--- config.mk ---
export PLATFORM = sky130hd
export DESIGN_NAME = tbdec_timer
export DESIGN_NICKNAME = d
export VERILOG_FILES = /design/src/rtl/tbdec_pkg.sv /design/src/rtl/tbdec_prescaler.sv /design/src/rtl/tbdec_timebase.sv /design/src/rtl/tbdec_decrementer.sv /design/src/rtl/tbdec_timer.sv
export SDC_FILE = /design/constraint.sdc
export NUM_CORES = 1
export LEC_CHECK = 0
export CORE_MARGIN = 2
export CORE_UTILIZATION = 33
export CTS_BUF_LIST = sky130_fd_sc_hd__clkbuf_4 sky130_fd_sc_hd__clkbuf_8
export CTS_CLUSTER_DIAMETER = 80
export DETAILED_ROUTE_END_ITERATION = 16
export MAX_ROUTING_LAYER = met4
export PLACE_DENSITY = 0.49
export SLEW_MARGIN = 5
export SYNTH_ARGS = -nofsm -noshare
export SYNTH_HDL_FRONTEND = slang
export SYNTH_SLANG_ARGS = --single-unit
--- constraint.sdc ---
create_clock -name clk -period 8.53 [get_ports clk]
set_input_delay 1.706 -clock clk [delete_from_list [all_inputs] [get_ports clk]]
set_output_delay 1.706 -clock clk [all_outputs]
set_load 0.02 [all_outputs]
--- src/rtl/tbdec_pkg.sv ---
package tbdec_pkg;

    localparam int REG_W = 32;

    typedef enum logic [1:0] {
        SEL_TB_LO = 2'd0,
        SEL_TB_HI = 2'd1,
        SEL_DEC   = 2'd2,
        SEL_NONE  = 2'd3
    } tbdec_sel_e;

    typedef struct packed {
        logic tb_lo;
        logic tb_hi;
        logic dec;
    } tbdec_wr_s;

    function automatic tbdec_wr_s decode_wr(input logic wr, input logic [1:0] sel);
        tbdec_wr_s w;
        w.tb_lo = wr && (sel == SEL_TB_LO);
        w.tb_hi = wr && (sel == SEL_TB_HI);
        w.dec   = wr && (sel == SEL_DEC);
        return w;
    endfunction

    function automatic logic any_wr(input tbdec_wr_s w);
        return w.tb_lo | w.tb_hi | w.dec;
    endfunction

endpackage

--- src/rtl/tbdec_prescaler.sv ---
module tbdec_prescaler #(
    parameter int PRESCALE = 4
) (
    input  logic clk,
    input  logic rst,
    input  logic restart,
    output logic tick
);
    localparam int PW = (PRESCALE > 2) ? $clog2(PRESCALE) : 1;
    localparam logic [PW-1:0] LAST = PW'(PRESCALE - 1);

    logic [PW-1:0] phase;

    always_ff @(posedge clk) begin
        if (rst) begin
            phase <= '0;
        end else if (restart || phase == LAST) begin
            phase <= '0;
        end else begin
            phase <= phase + 1'b1;
        end
    end

    assign tick = (phase == LAST) && !restart;

    // the phase never leaves its range
    p_phase_bound_r3: assert property (@(posedge clk) disable iff (rst)
        phase <= LAST);

    // a restart puts the phase back to zero
    p_restart_phase_r9: assert property (@(posedge clk) disable iff (rst)
        restart |=> phase == '0);

endmodule

--- src/rtl/tbdec_timebase.sv ---
module tbdec_timebase #(
    parameter int HALF_W = 32
) (
    input  logic              clk,
    input  logic              rst,
    input  logic              tick,
    input  logic              count_en,
    input  logic              wr_lo,
    input  logic              wr_hi,
    input  logic [HALF_W-1:0] wdata,
    output logic [HALF_W-1:0] tb_lo,
    output logic [HALF_W-1:0] tb_hi
);
    logic step;
    logic lo_carry;

    assign step     = tick && count_en;
    assign lo_carry = &tb_lo;

    always_ff @(posedge clk) begin
        if (rst) begin
            tb_lo <= '0;
        end else if (wr_lo) begin
            tb_lo <= wdata;
        end else if (step) begin
            tb_lo <= tb_lo + 1'b1;
        end
    end

    always_ff @(posedge clk) begin
        if (rst) begin
            tb_hi <= '0;
        end else if (wr_hi) begin
            tb_hi <= wdata;
        end else if (step && lo_carry) begin
            tb_hi <= tb_hi + 1'b1;
        end
    end

    // the full 64-bit value steps by one, with carry
    p_tb_step_r2: assert property (@(posedge clk) disable iff (rst)
        (step && !wr_lo && !wr_hi) |=> {tb_hi, tb_lo} == $past({tb_hi, tb_lo}) + 1'b1);

    // frozen while disabled
    p_tb_frozen_r8: assert property (@(posedge clk) disable iff (rst)
        (!count_en && !wr_lo && !wr_hi) |=> $stable({tb_hi, tb_lo}));

endmodule

--- src/rtl/tbdec_decrementer.sv ---
module tbdec_decrementer #(
    parameter int DEC_W = 32
) (
    input  logic             clk,
    input  logic             rst,
    input  logic             tick,
    input  logic             wr,
    input  logic [DEC_W-1:0] wdata,
    input  logic             ack,
    output logic [DEC_W-1:0] dec,
    output logic             pending
);
    logic [DEC_W-1:0] dec_next;
    logic             wrap;

    assign dec_next = dec - 1'b1;
    assign wrap     = tick && !dec[DEC_W-1] && dec_next[DEC_W-1] && (dec == '0);

    always_ff @(posedge clk) begin
        if (rst) begin
            dec <= '0;
        end else if (wr) begin
            dec <= wdata;
        end else if (tick) begin
            dec <= dec_next;
        end
    end

    always_ff @(posedge clk) begin
        if (rst) begin
            pending <= 1'b0;
        end else if (wrap) begin
            pending <= 1'b1;
        end else if (ack) begin
            pending <= 1'b0;
        end
    end

    // no change without a step or a write
    p_dec_hold_r3: assert property (@(posedge clk) disable iff (rst)
        (!tick && !wr) |=> $stable(dec));

    // stepping from zero lands on all ones and sets pending
    p_wrap_sets_r5: assert property (@(posedge clk) disable iff (rst)
        (tick && dec == '0) |=> (pending && dec == '1));

    // pending survives until acknowledged
    p_pending_kept_r6: assert property (@(posedge clk) disable iff (rst)
        (pending && !ack) |=> pending);

    // no pending without a wrap
    p_no_spurious_r5: assert property (@(posedge clk) disable iff (rst)
        (!pending && !(tick && dec == '0)) |=> !pending);

endmodule

--- src/rtl/tbdec_timer.sv ---
module tbdec_timer
    import tbdec_pkg::*;
#(
    parameter int HALF_W   = REG_W,
    parameter int DEC_W    = REG_W,
    parameter int PRESCALE = 4
) (
    input  logic              clk,
    input  logic              rst,
    input  logic              reg_wr,
    input  logic [1:0]        reg_sel,
    input  logic [HALF_W-1:0] reg_wdata,
    output logic [HALF_W-1:0] reg_rdata,
    input  logic              tb_count_en,
    input  logic              exc_mask,
    input  logic              exc_ack,
    output logic              exc_req
);
    localparam int DEC_PAD = HALF_W - DEC_W;

    tbdec_wr_s        wr_dec;
    logic             restart;
    logic             tick;
    logic [HALF_W-1:0] tb_lo;
    logic [HALF_W-1:0] tb_hi;
    logic [DEC_W-1:0]  dec;
    logic             pending;

    assign wr_dec  = decode_wr(reg_wr, reg_sel);
    assign restart = any_wr(wr_dec);

    tbdec_prescaler #(.PRESCALE(PRESCALE)) u_pre (
        .clk     (clk),
        .rst     (rst),
        .restart (restart),
        .tick    (tick)
    );

    tbdec_timebase #(.HALF_W(HALF_W)) u_tb (
        .clk      (clk),
        .rst      (rst),
        .tick     (tick),
        .count_en (tb_count_en),
        .wr_lo    (wr_dec.tb_lo),
        .wr_hi    (wr_dec.tb_hi),
        .wdata    (reg_wdata),
        .tb_lo    (tb_lo),
        .tb_hi    (tb_hi)
    );

    tbdec_decrementer #(.DEC_W(DEC_W)) u_dec (
        .clk     (clk),
        .rst     (rst),
        .tick    (tick),
        .wr      (wr_dec.dec),
        .wdata   (reg_wdata[DEC_W-1:0]),
        .ack     (exc_ack),
        .dec     (dec),
        .pending (pending)
    );

    always_comb begin
        case (tbdec_sel_e'(reg_sel))
            SEL_TB_LO: reg_rdata = tb_lo;
            SEL_TB_HI: reg_rdata = tb_hi;
            SEL_DEC:   reg_rdata = {{DEC_PAD{1'b0}}, dec};
            default:   reg_rdata = '0;
        endcase
    end

    assign exc_req = pending && !exc_mask;

    // a decrementer write is what the register holds one edge later
    p_dec_write_visible_r9: assert property (@(posedge clk) disable iff (rst)
        wr_dec.dec |=> dec == $past(reg_wdata[DEC_W-1:0]));

    // a write to the unused select leaves the counters unstepped by it
    p_unused_sel_r10: assert property (@(posedge clk) disable iff (rst)
        (reg_wr && reg_sel == SEL_NONE && !tick) |=> $stable(dec));

endmodule

==> results of run 1 <==
[flip-flops by register name (all words and copies together), names as in the netlist]
signal and count:
u_dec.dec 32, u_dec.pending 1, u_pre.phase 2, u_tb.tb_hi 32, u_tb.tb_lo 32
[power groups by stage]
stage / sequential (mW) / clock [mW] / combinational [mW]
final: 0.509 / 0.365 / 0.199
after CTS: 0.508 / 0.376 / 0.196
after floorplan: 0.507 / 0 / 0.117
after detailed placement: 0.518 / 0 / 0.195
after global placement: 0.519 / 0 / 0.196
after global routing: 0.512 / 0.390 / 0.215
[final cells by class]
type                       instances  area, um^2
sequential                        99        1982
clock buffer                      12       158.9
timing repair buffer              89       840.8
tap                              265       331.6
fill                            2122       11810
inverter                          14       52.55
multi-input combinational        720        4347
clock inverter                     4       72.57
[cells in the mapped netlist (9+ instances only)]
cell type / n
and4_1: 10
nor2_1: 60
nor4_1: 25
dfxtp_1: 99
a21oi_1: 52
o21ai_0: 67
nand2_1: 130
a22oi_1: 13
nand3_1: 41
a31oi_1: 43
mux2i_1: 45
o311ai_0: 12
o211ai_1: 9
inv_1: 14
or3_1: 20
nor3_1: 18
and3_1: 16
or4_1: 17
nand4_1: 24
clkbuf_1: 60
[routing by layer]
metal / share of wire [%] / wire [um]
met5: 0 / 0
met2: 46 / 12030
met1: 46 / 12100
met4: 3.1 / 803
met3: 4.6 / 1208
[cell usage in the layout (no fill, tap or decap), drive strengths merged, types with 4 or more instances in the layout]
cell,count
nand2,130
dfxtp,99
clkdlybuf4s50,70
o21ai,67
nor2,60
a21oi,52
mux2i,45
a31oi,43
nand3,42
nor4,25
nand4,24
or3,20
nor3,19
buf,19
or4,18
and3,16
inv,14
a22oi,13
o311ai,12
clkbuf,12
and4,10
o211ai,9
o22ai,8
a32oi,8
and2,8
nand3b,5
ha,5
xnor2,4
a221oi,4
o31ai,4
nand4b,4
o31a,4
[metrics by stage]
step                util, %  area (um^2)  hold WS, ns
floorplan                 -         6643       0.4078
global placement      38.53         7548       0.4319
detailed placement    38.53         7548       0.4290
CTS                   39.71         7780       0.4443
global route          39.74         7785       0.4748
finish                39.74         7785       0.4382
[critical path, cell delays in order]
cell	delay [ns]
clkdlybuf4s50_1	0.46
buf_4	0.35
nor2b_4	0.73
nand2_1	0.10
o21ai_0	0.16
clkdlybuf4s50_1	0.68
[kinds of logic after synthesis]
logic type | count (synthesis) | share of synthesized area, %
DFF | 99 | 29.84
xor gates and xnor gates | 7 | 0.9230
buffers and inverters | 83 | 5.010
muxes | 47 | 7.120
and+or+nand+nor | 398 | 30.72
AOI/OAI and AO/OA | 263 | 25.45
adders and majority gates | 5 | 0.9418
[worst paths after layout]
check / start / to / slack [ns] / cells after the start
max reg2reg: u_pre.phase[0] / u_tb.tb_hi[28] / 5.28 / 6
min: u_pre.phase[0] / u_pre.phase[0] / 0.44 / 1
min reg2reg: u_pre.phase[0] / u_pre.phase[0] / 0.44 / 1
max: reg_sel[0] / reg_rdata[6] / 2.60 / 6
==> out/results.txt, run 1 <==
outcome - finished, final reports clean
CP endpoint kind - output pin
clock power share - 34.0%
sequential power share - 47.4%
top cell type's share of synthesized area - 29.84%
chip height - 145.9 um
Max Fanout on Critical Path - 41
GRT Overall Usage - 24.45%
global placement routability congestion - 0.8626
Netlist Area Pre-Place - 6643 um^2
CTS tree - yes
grt met1 use - 32.76%
Final ANT Viol Nets - 0
WS Path Type - in -> out
share of cells above drive strength 1 - 5.224%
Starting Density - 33.91%
Max Cap Viol - 0
first drt pass iteration count - 5
pre-CTS setup slack - 2.266 ns
Via-to-Cell Ratio - 5.978
first-pass GRT wire length - 39.45 mm
# clock sinks - 99
Net Sw Power - 0.3326 mW
initial antenna violation count - 0
pins over their slew limit - 0
Placed Cells - 1187
vias in the first global route - 6465
net count after synthesis - 947
fmax - 168.8 MHz
Finished Layout Cells - 1203
Comb power frac - 18.6%
# port buffers - 72
number of buffers created by CTS - 9
register area share after synthesis - 29.84%
largest area contributor in the netlist - dfxtp_1
RSZ-0062 raised after global routing - false
pin count of the biggest net entering global routing - 54
Post-synth ARST share - 0%
clock latency on the worst-skew pair - 0.39 ns
Hold Violations, Final - 0
area growth from synthesis to layout - 17.20%
core area - 19590 um^2
switch share - 31.01%
GR Util met3 - 3.668%
Startpoint Class - input pin
Max Root-Sink Buffers - 2
via count - 7192
Sum Neg Setup Slack - 0 ns
# setup viols final - 0
detailed-route wire length - 26.15 mm
DRC - 0
Root Driver - clkbuf_8
most used routing layer in global routing - met2
H-tree Lvls - 3
die span in x - 145.9 um
PwrDens - 137.8 nW/um^2
type of the worst min-delay path - reg -> reg
YS warnings - 0
Layout Skew - 0.008280 ns
Slew Limit Headroom - 25.02%
overflow left after global routing - 0
Final period util - 69.47%
Std-Cell Rows - 51
post-synthesis register bit count - 99
Worst EP arrival - 4.22 ns
Worst Slack Setup Final - 2.605 ns
n_diodes - 0
Avg WL per Cell - 21.73 um
CTS resizes - 0
Post-Syn Instances - 902
ys flop type - dfxtp_1
synth unique cells - 69
Tot Pwr - 1.072 mW
Die ar. - 21280 um^2
IO Pins - 73
# hold bufs at CTS - 0
P_int - 0.7398 mW
post-DP HPWL - 18.74 mm
Worst-path clk slew - 0.10 ns
DRT iter0 DRCs - 702
Peak VDD IR - 0.00006920 V
LEAKAGE - 2.469 nW
Tmin final - 5.925 ns
Post-CTS Setup Inserts - 0
WP data required - 6.82 ns
final net count - 978
grt met2 use - 37.52%
Syn Area/Cell - 7.364 um^2
top post-synthesis cells by area - dfxtp_1, nand2_1, mux2i_1, o21ai_0, a31oi_1
worst slew pin tran - 1.116 ns
Post-synth EDFFs - 0
Note: power is estimated with default switching activity, not from simulation.
==> inputs of run 2 (changes only) <==
clock period = 6.1 ns   (was 8.53 ns; I/O delays follow)
==> run 2 against run 1 <==
  * Clock power rose by 28%
  * Global-route usage rose by 0.16 points
  * Non-clock buffer count rose by 2
  * Sequential share of layout area rose by 0.066 points
  * Hold slack got worse by 0.0029 ns
  * Cell count barely moved
  * First-iteration DRC count fell by 23%
  * Core utilization fell by 0.10 points
  * Total power rose by 36%
  * Critical endpoint is now reg_rdata[23]
  * Largest power group unchanged
  * Highest routed layer unchanged
==> out/results.txt, run 2 (synthesis gave the netlist of run 1 again) <==
detailed-route wire length - 26.21 mm (+0.24%)
first-pass GRT wire length - 39.78 mm (+0.84%)
# hold bufs at CTS - 0 (unchanged)
type of the worst min-delay path - reg -> reg
share of cells above drive strength 1 - 5.325% (+0.10 points)
vias in the first global route - 6627 (+2.5%)
via count - 7269 (+1.1%)
post-DP HPWL - 18.94 mm (+1.1%)
Top delay family on crit path - buffers and inverters
pins over their slew limit - 0 (unchanged)
chip height - 145.9 um (unchanged)
die span in x - 145.9 um (unchanged)
Slew Limit Headroom - 22.13% (-2.9 points)
initial antenna violation count - 1 (+1)
Cell Area, Placed - 7564 um^2 (+0.20%)
Die ar. - 21280 um^2 (unchanged)
DRC - 0 (unchanged)
overflow left after global routing - 0 (unchanged)
CTS resizes - 0 (unchanged)
area growth from synthesis to layout - 16.90%
Filler cells - 2095 (-1.3%)
RSZ-0062 raised after global routing - false
multi-input logic area - 4342 um^2 (-0.12%)
WP data required - 4.88 ns (-1.94 ns)
FF/Latch Area - 1982 um^2 (unchanged)
# setup viols final - 0 (unchanged)
first drt pass iteration count - 4 (-1)
commonest non-fill, non-tap cells in the layout - nand2_1, dfxtp_1, clkdlybuf4s50_1
worst slew pin tran - 1.159 ns (+0.04303 ns)
H-tree Lvls - 3 (unchanged)
PwrDens - 187.5 nW/um^2 (+36%)
Via-to-Cell Ratio - 6.037 (+0.99%)
crit-path cells - clkdlybuf4s50_1 -> nor2b_2 -> buf_4 -> nand2_1 -> o21ai_0 -> clkdlybuf4s50_1
Max Fanout on Critical Path - 22 (-46%)
final net count - 980 (+0.20%)
# clock sinks - 99 (unchanged)
n_diodes - 0 (unchanged)
GRT Overall Usage - 24.61% (+0.16 points)
Worst-path clk slew - 0.10 ns (about the same)
Max Root-Sink Buffers - 2 (unchanged)
Hold Violations, Final - 0 (unchanged)
core area - 19590 um^2 (unchanged)
Worst Slack Setup Final - 1.213 ns (-1.392 ns)
Max Cap Viol - 0 (unchanged)
CTS tree - yes
Root Driver - clkbuf_8
Peak VDD IR - 0.0001051 V (+52%)
Worst path slowest cell - nor2b_2
WS Path Type - in -> out
post-route cell area - 7765 um^2 (-0.26%)
global placement routability congestion - 0.8435 (-2.2%)
pre-CTS setup slack - 1.254 ns (-1.012 ns)
outcome - finished, final reports clean
Std-Cell Rows - 51 (unchanged)
LEAKAGE - 2.454 nW (-0.59%)
Post-CTS Setup Inserts - 0 (unchanged)
CP bufs+invs - 3 (unchanged)
Starting Density - 33.91% (unchanged)
top flop regs - u_dec.dec (32), u_tb.tb_hi (32), u_tb.tb_lo (32)
DRT iter0 DRCs - 542 (-23%)
CP max stage delay - 0.85 ns (+0.12 ns)
# port buffers - 72 (unchanged)
number of buffers created by CTS - 9 (unchanged)
fmax - 204.6 MHz
CP endpoint kind - output pin
Tmin final - 4.887 ns
Worst EP arrival - 3.67 ns (-0.55 ns)
Avg WL per Cell - 21.77 um (+0.16%)
Layout Skew - 0.009793 ns (+0.001513 ns)
most used cell, CP - clkdlybuf4s50_1
IO Pins - 73 (unchanged)
Final period util - 80.12%
hold slack final - 0.4352 ns (-0.002930 ns)
Final ANT Viol Nets - 0 (unchanged)
Startpoint Class - input pin
Sum Neg Setup Slack - 0 ns (unchanged)
pin count of the biggest net entering global routing - 80 (+48%)
clock latency on the worst-skew pair - 0.39 ns (about the same)
most common cell after layout, fill and taps aside - nand2_1
-- run 2: cell types whose count changed in the layout (fill, tap and decap cells not counted), sizes merged --
cell,delta
clkbuf,-1
clkinvlp,+1
buf,+2
bufinv,-1
-- run 2: worst reg2reg max path: cells and delay by family (launching register included) --
family | cells | cell delay (ns)
AO/OA/AOI/OAI | 2 | 0.60
adder cells (fa/ha/maj) | 1 | 0.26
AND/OR/NAND/NOR | 3 | 1.89
flip-flops | 1 | 0.42
-- run 2: cell type report --
| cell class | instances | area share, % |
|---|---|---|
| Clock inverter | 4 | 0.6445 |
| Clock buffer | 11 | 1.950 |
| Timing Repair Buffer | 91 | 11.02 |
| Inverter | 14 | 0.6768 |
| Multi-Input combinational cell | 720 | 55.91 |
| Tap cell | 265 | 4.270 |
| Sequential cell | 99 | 25.52 |
-- run 2: per-stage QoR --
stage | power (mW) | utilization (%) | instances
6_report | 1.456 | 39.64 | 1204
5_1_grt | 1.517 | 39.64 | 1204
4_1_cts | 1.463 | 39.64 | 1204
3_5_place_dp | 0.9993 | 38.61 | 1189
3_3_place_gp | 1.001 | 38.61 | 1189
2_1_floorplan | 0.8722 | - | 902
-- run 2: power breakdown --
| group | switching (mW) | internal (mW) |
|---|---|---|
| Combinational | 0.172 | 0.106 |
| Clock | 0.258 | 0.210 |
| Sequential | 0.0398 | 0.672 |
| Total | 0.469 | 0.987 |
-- run 2: worst paths after layout --
check	from	slack [ns]	endpoint	cells after the start
hold reg to reg	u_pre.phase[0]	0.44	u_pre.phase[0]	1
setup reg to reg	u_tb.tb_lo[0]	2.81	u_tb.tb_hi[28]	6
hold / removal	u_pre.phase[0]	0.44	u_pre.phase[0]	1
setup / recovery	reg_sel[0]	1.21	reg_rdata[23]	6
-- run 2: per-layer routing --
layer  up-vias  global-route usage [%]  part of all wire (%)
li1       3497                       -                     -
met1      3490                   32.80                    45
met2       242                   38.30                    47
met3        40                   3.824                   5.6
met4         0                   7.647                   2.7
met5         -                       -                     0
